## src/rtl/iram_sfr_decode.sv

```systemverilog
module iram_sfr_decode #(
  parameter int AW = 8,
  parameter int DW = 8
) (
  input  logic          clk,
  input  logic          rst_n,
  input  logic          acc_en,
  input  logic          acc_we,
  input  logic          acc_ind,
  input  logic [AW-1:0] acc_addr,
  input  logic [DW-1:0] acc_wdata,
  output logic [DW-1:0] acc_rdata,
  output logic          acc_rvalid,
  output logic          sfr_sel,
  output logic          sfr_we,
  output logic [AW-1:0] sfr_addr,
  output logic [DW-1:0] sfr_wdata,
  input  logic [DW-1:0] sfr_rdata,
  input  logic          sfr_hit
);
  localparam int DEPTH = 1 << AW;

  logic [DW-1:0] mem [DEPTH];

  wire to_sfr = acc_en & ~acc_ind & acc_addr[AW-1];
  wire to_ram = acc_en & ~to_sfr;
  wire rd     = acc_en & ~acc_we;

  assign sfr_sel   = to_sfr & rst_n;
  assign sfr_we    = to_sfr & acc_we & rst_n;
  assign sfr_addr  = sfr_sel ? acc_addr : '0;
  assign sfr_wdata = sfr_we ? acc_wdata : '0;

  always_ff @(posedge clk)
    if (to_ram && acc_we) mem[acc_addr] <= acc_wdata;

  always_ff @(posedge clk or negedge rst_n)
    if (!rst_n) begin
      acc_rdata  <= '0;
      acc_rvalid <= 1'b0;
    end else begin
      acc_rvalid <= rd;
      if (rd) acc_rdata <= to_sfr ? (sfr_hit ? sfr_rdata : '0) : mem[acc_addr];
    end

  p_rvalid_pulse_r5: assert property (@(posedge clk) disable iff (!rst_n)
    (acc_en && !acc_we) |=> acc_rvalid);
  p_rvalid_idle_r5: assert property (@(posedge clk) disable iff (!rst_n)
    !(acc_en && !acc_we) |=> !acc_rvalid);
  p_miss_zero_r6: assert property (@(posedge clk) disable iff (!rst_n)
    (sfr_sel && !sfr_we && !sfr_hit) |=> acc_rdata == '0);
  p_hit_data_r6: assert property (@(posedge clk) disable iff (!rst_n)
    (sfr_sel && !sfr_we && sfr_hit) |=> acc_rdata == $past(sfr_rdata));
  p_rdata_hold_r8: assert property (@(posedge clk) disable iff (!rst_n)
    !(acc_en && !acc_we) |=> $stable(acc_rdata));
  p_no_bus_indirect_r4: assert property (@(posedge clk) disable iff (!rst_n)
    acc_ind |-> !sfr_sel && !sfr_we);
endmodule

```

## config.mk

```make
export PLATFORM = sky130hd
export DESIGN_NAME = iram_sfr_decode
export DESIGN_NICKNAME = d
export VERILOG_FILES = /design/src/rtl/iram_sfr_decode.sv
export SDC_FILE = /design/constraint.sdc
export NUM_CORES = 2
export LEC_CHECK = 0
export BUFFER_PORTS_ARGS = -buffer_cell sky130_fd_sc_hd__buf_2
export CAP_MARGIN = 30
export CORE_ASPECT_RATIO = 0.75
export CORE_MARGIN = 4
export CORE_UTILIZATION = 46
export DETAILED_ROUTE_END_ITERATION = 8
export GPL_ROUTABILITY_DRIVEN = 0
export HOLD_SLACK_MARGIN = 0.02
export MAX_ROUTING_LAYER = met4
export SYNTH_ARGS = -nofsm -noshare
export SYNTH_HDL_FRONTEND = slang
export SYNTH_SLANG_ARGS = --single-unit
```

## constraint.sdc

```tcl
create_clock -name clk -period 3.1 [get_ports clk]
set_input_delay 0.465 -clock clk [delete_from_list [all_inputs] [get_ports clk]]
set_output_delay 0.465 -clock clk [all_outputs]
set_load 0.05 [all_outputs]
```

# Word-level counts from Yosys, hierarchy flattened
# Memory sizes are Yosys's and may differ from the RTL's.
# Index checks and enable logic that the tools add are counted.
# word_totals
reg_bits	9
latchBits	0
mem_bits_rw	2048
romBits	0
inputBits	30
word_cells	20
memories	1
# memory_table
name	depth	word_bits	rd	rd_ports_with_merged_regs	wr	line_no	rtl
mem	256	8	1	0	1	23	logic [DW-1:0] mem [DEPTH];
# classes
addsub	0
multipliers	0
div_mod_pow	0
magnitude_cmp	0
n_eq_ne	0
shifts	0
n_mux	6
bitwise_logic	10
reduce_logical	1
# ops
operator	count
$mux 8	4
$and 1x1->1	7
$not 1->1	3
$mux 1	2
$logic_and 1x1->1	1

# Depth between registers and ports, before layout
# logic_depth
word_depth	8
ltp_mapped	13
ltp_nobuf	7

# Worst setup path before layout
# No wires, ideal clock.
# synth_path
kind	input to output
from	in acc_addr[7]
to	out sfr_wdata[6]
t_arrival_ns	2.481
path_slack_ns	0.154
stages	6
n_path_buf	3
cell_sequence	clkbuf_1 -> nor2b_1 -> and3_1 -> clkbuf_1 -> clkbuf_1 -> and3_1
# synth_between
elab_chain_len	4
# synth_rtl
element	line_no	rtl
start, declared	10	input logic [AW-1:0] acc_addr,
$and 1x1->1	25	wire to_sfr = acc_en & ~acc_ind & acc_addr[AW-1];
$and 1x1->1 (2 in a row)	30	assign sfr_we = to_sfr & acc_we & rst_n;
$mux 8	32	assign sfr_wdata = sfr_we ? acc_wdata : '0;
end, declared	17	output logic [DW-1:0] sfr_wdata,
# Every way passes these cells.

# Final worst setup path
# layout_path
from	in acc_en
to	reg acc_rdata[4]
# layout_lines
element	line_no	rtl
start, declared	7	input logic acc_en,
$and 1x1->1	27	wire rd = acc_en & ~acc_we;
net rd	27	
end signal, assigned	43	if (rd) acc_rdata <= to_sfr ? (sfr_hit ? sfr_rdata : '0) : mem[acc_addr];
end, declared	12	output logic [DW-1:0] acc_rdata,
# The timed path passes the listed nets, and every way through them passes these cells.
# A chain may end at the register's enable or synchronous reset.

==> impl_metrics.ini <==
[yosys]
synthMuxAreaShare_pct = 14.7
synth-simple-area-share_pct = 2.92
synth_fp_nets = 3898
syn_avg_cell_area_sq_um = 20.7
synth_fa_ha_area_share_pct = 0
synth-xor-area-share_pct = 0
synth_top_family_by_area = multiplexers
ys_seq_elements = 2057
synth_flop_cell = edfxtp_1
synth-compound-area-share_pct = 3.58
seq_area_frac_synth_pct = 77.2
netlist_area_sq_um = 79900
ys_async_sr_fraction_pct = 0.438
yosys_warnings = 0
syn_inst = 3868
synth-edff-count = 2048
synth_cell_types = 47

[worst_hold_path]
hp-class = in -> reg

[sta]
rsz0062_at_grt = no
post-route-period-util_pct = 95.8
finalClockSkew_ns = 0.0172
drv_slew = 0
slew_headroom_pct = 37.0
hold_viol = 0
max_freq_mhz = 337
worst_slew_pin_slew_ns = 0.941
fin_tns_setup_ns = 0
finalCriticalPeriod_ns = 2.97
setup_violations = 0

[final_layout]
syn_to_final_growth_pct = 17.3
finalNetCount = 4561
multi_input_area_sq_um = 17000
stdcell_area_sq_um = 93700
fillCellCount = 13200
drive_gt1_share_pct = 29.9
register_area_sq_um = 61700

[die]
num_rows = 132
dieArea_sq_um = 181000
fp.dieH_um = 369
core-area_sq_um = 173000
die_x_um = 489
ios = 57
initial_core_util_pct = 46.3

[global_route]
grt_pass1_wl_mm = 304
overflow = 0
grtUsageTotal_pct = 24.3
grt_max_degree = 148
grt_antenna_before_repair = 8
grt_pass1_vias = 41000

[critical_path]
endpoint_kind = flip-flop
required_ns = 3.78
critical_path.max_fanout = 9
critPathLaunchType = input pin
cp.arrival_ns = 3.65
worstSetupPathType = in -> reg

[detailed_routing]
num_vias = 41700
wl_per_cell_um = 30.4
ant_nets = 0
wirelength_mm = 212
vias_per_cell = 5.99
dr.first_iter.drc_count = 5312
drcViolationCount = 0
drt_pass1_iterations = 6

[clock_tree]
numCtsBuffers = 187
clock_latency_ns = 0.81
cts_tree = yes
h-tree-depth = 4
cts-root-buf = clkbuf_16
clk_pin_slew_worst_paths_ns = 0.06
cts_buffer_depth = 3
clock_sinks = 2057

[place]
dp_hpwl_mm = 138
post_dp_cell_area_sq_um = 87700
numPortBuffers = 56

[pwr]
pwr_density_cell_nw_per_um2 = 603
vdd_drop_max_mv = 0.632
p_leak_nw = 30.9

[run]
max-cap-violations = 0

[run_status]
status = finished clean
[cells by family (layout without fill, tap and decap cells)]
family,Yosys count,in the layout
AOI/OAI and AO/OA,405,405
DFF,2057,2057
and+or+nand+nor,502,502
buffers and inverters,244,1063
other,0,2
muxes,660,660
[path summary, 6_finish.rpt]
kind	from	to	slack (ns)	depth (start not counted)
max in group asynchronous	rst_n	acc_rdata[7]$_DFFE_PN0P_	2.73	2
worst min-delay path	acc_wdata[5]	mem[6][5]$_DFFE_PP_	0.07	1
worst min register to register	acc_rdata[6]$_DFFE_PN0P_	acc_rdata[6]$_DFFE_PN0P_	0.94	3
min in group asynchronous	rst_n	acc_rvalid$_DFF_PN0_	0.08	2
worst max register to register	mem[95][6]$_DFFE_PP_	acc_rdata[6]$_DFFE_PN0P_	0.48	7
worst max-delay path	acc_en	acc_rdata[4]$_DFFE_PN0P_	0.13	11
[state kept, by name, summed over array words and instances, names as in the netlist]
name	count
acc_rvalid	1
mem	2048
acc_rdata	8
[cell usage after synthesis (all sizes together), types with 30 or more instances]
master,number,share of area [%]
edfxtp,2048,77
mux4,410,12
nor2,284,1.3
mux2i,250,3.1
a22oi,142,1.3
clkbuf,122,0.57
buf,117,0.98
a21oi,72,0.45
nand2,49,0.23
and2,40,0.31
nand3,33,0.21
a221oi,32,0.35
and3,30,0.23
[placed cells by master (no fill, tap or decap), types with 16 or more instances in the layout]
master        n
a21oi_1      72
a221oi_1     32
a22oi_1     142
a31oi_1      16
and2_1       32
and3_1       30
buf_12       71
buf_2        45
buf_4       578
clkbuf_1     36
clkbuf_16   195
clkinv_1     51
clkinv_2     36
edfxtp_1   2048
mux2i_1     250
mux4_2      410
nand2_1      42
nand3_1      29
nor2_1      282
o211ai_1     17
o21ai_0      23
o22ai_1      25
[final cells by class]
| type | instances | area share, % |
|---|---|---|
| well taps | 2278 | 3.04 |
| diodes | 2 | 0.00534 |
| inverters | 5 | 0.0200 |
| repair buffers | 713 | 6.65 |
| flip-flops and latches | 2057 | 65.9 |
| clock buffers | 231 | 5.35 |
| clock inverters | 114 | 0.932 |
| multi-input cells | 1567 | 18.1 |
[critical path, stage by stage]
cell and delay [ns]:
dlygate4sd3_1 0.53, buf_2 0.15, nand2b_1 0.09, dlygate4sd3_1 0.55
inv_1 0.05, and3_1 0.29, a22o_1 0.37, nand4b_1 0.29
a211oi_1 0.51, buf_4 0.24, o221ai_1 0.10
[what timing repair did]
item	in CTS	in global routing
resized for setup	0	2
setup endpoints to repair	0	2
hold buffers	6	0
hold endpoints to repair	34	0
setup buffers	0	0
[routing by layer]
metal / up-vias / share of wire [%] / GRT usage (%)
met5: - / 0 / -
li1: 17500 / - / -
met3: 246 / 9.7 / 5.35
met2: 1929 / 44 / 33.4
met1: 22100 / 45 / 37.2
met4: 0 / 1.9 / 5.25
[stage by stage]
stage          power, mW  hold slack, ns  utilization, %  std cells  setup slack, ns
4_1_cts             56.9          0.0235            54.3       6963           0.0699
3_3_place_gp        34.5           0.386            50.8       6609           -0.374
6_report            56.5          0.0714            54.3       6967            0.129
5_1_grt             58.3          0.0548            54.3       6965            0.103
3_5_place_dp        34.5           0.389            50.8       6612           -0.436
2_1_floorplan       32.7           0.169               -       3868            0.154
[power by group]
group          internal (mW)  switching (mW)  total (mW)
logic                   1.23            2.04        3.27
registers               30.6          0.0434        30.6
clock network           12.5            10.1        22.6
total                   44.3            12.2        56.5
Power figures use the tool's default switching activity.
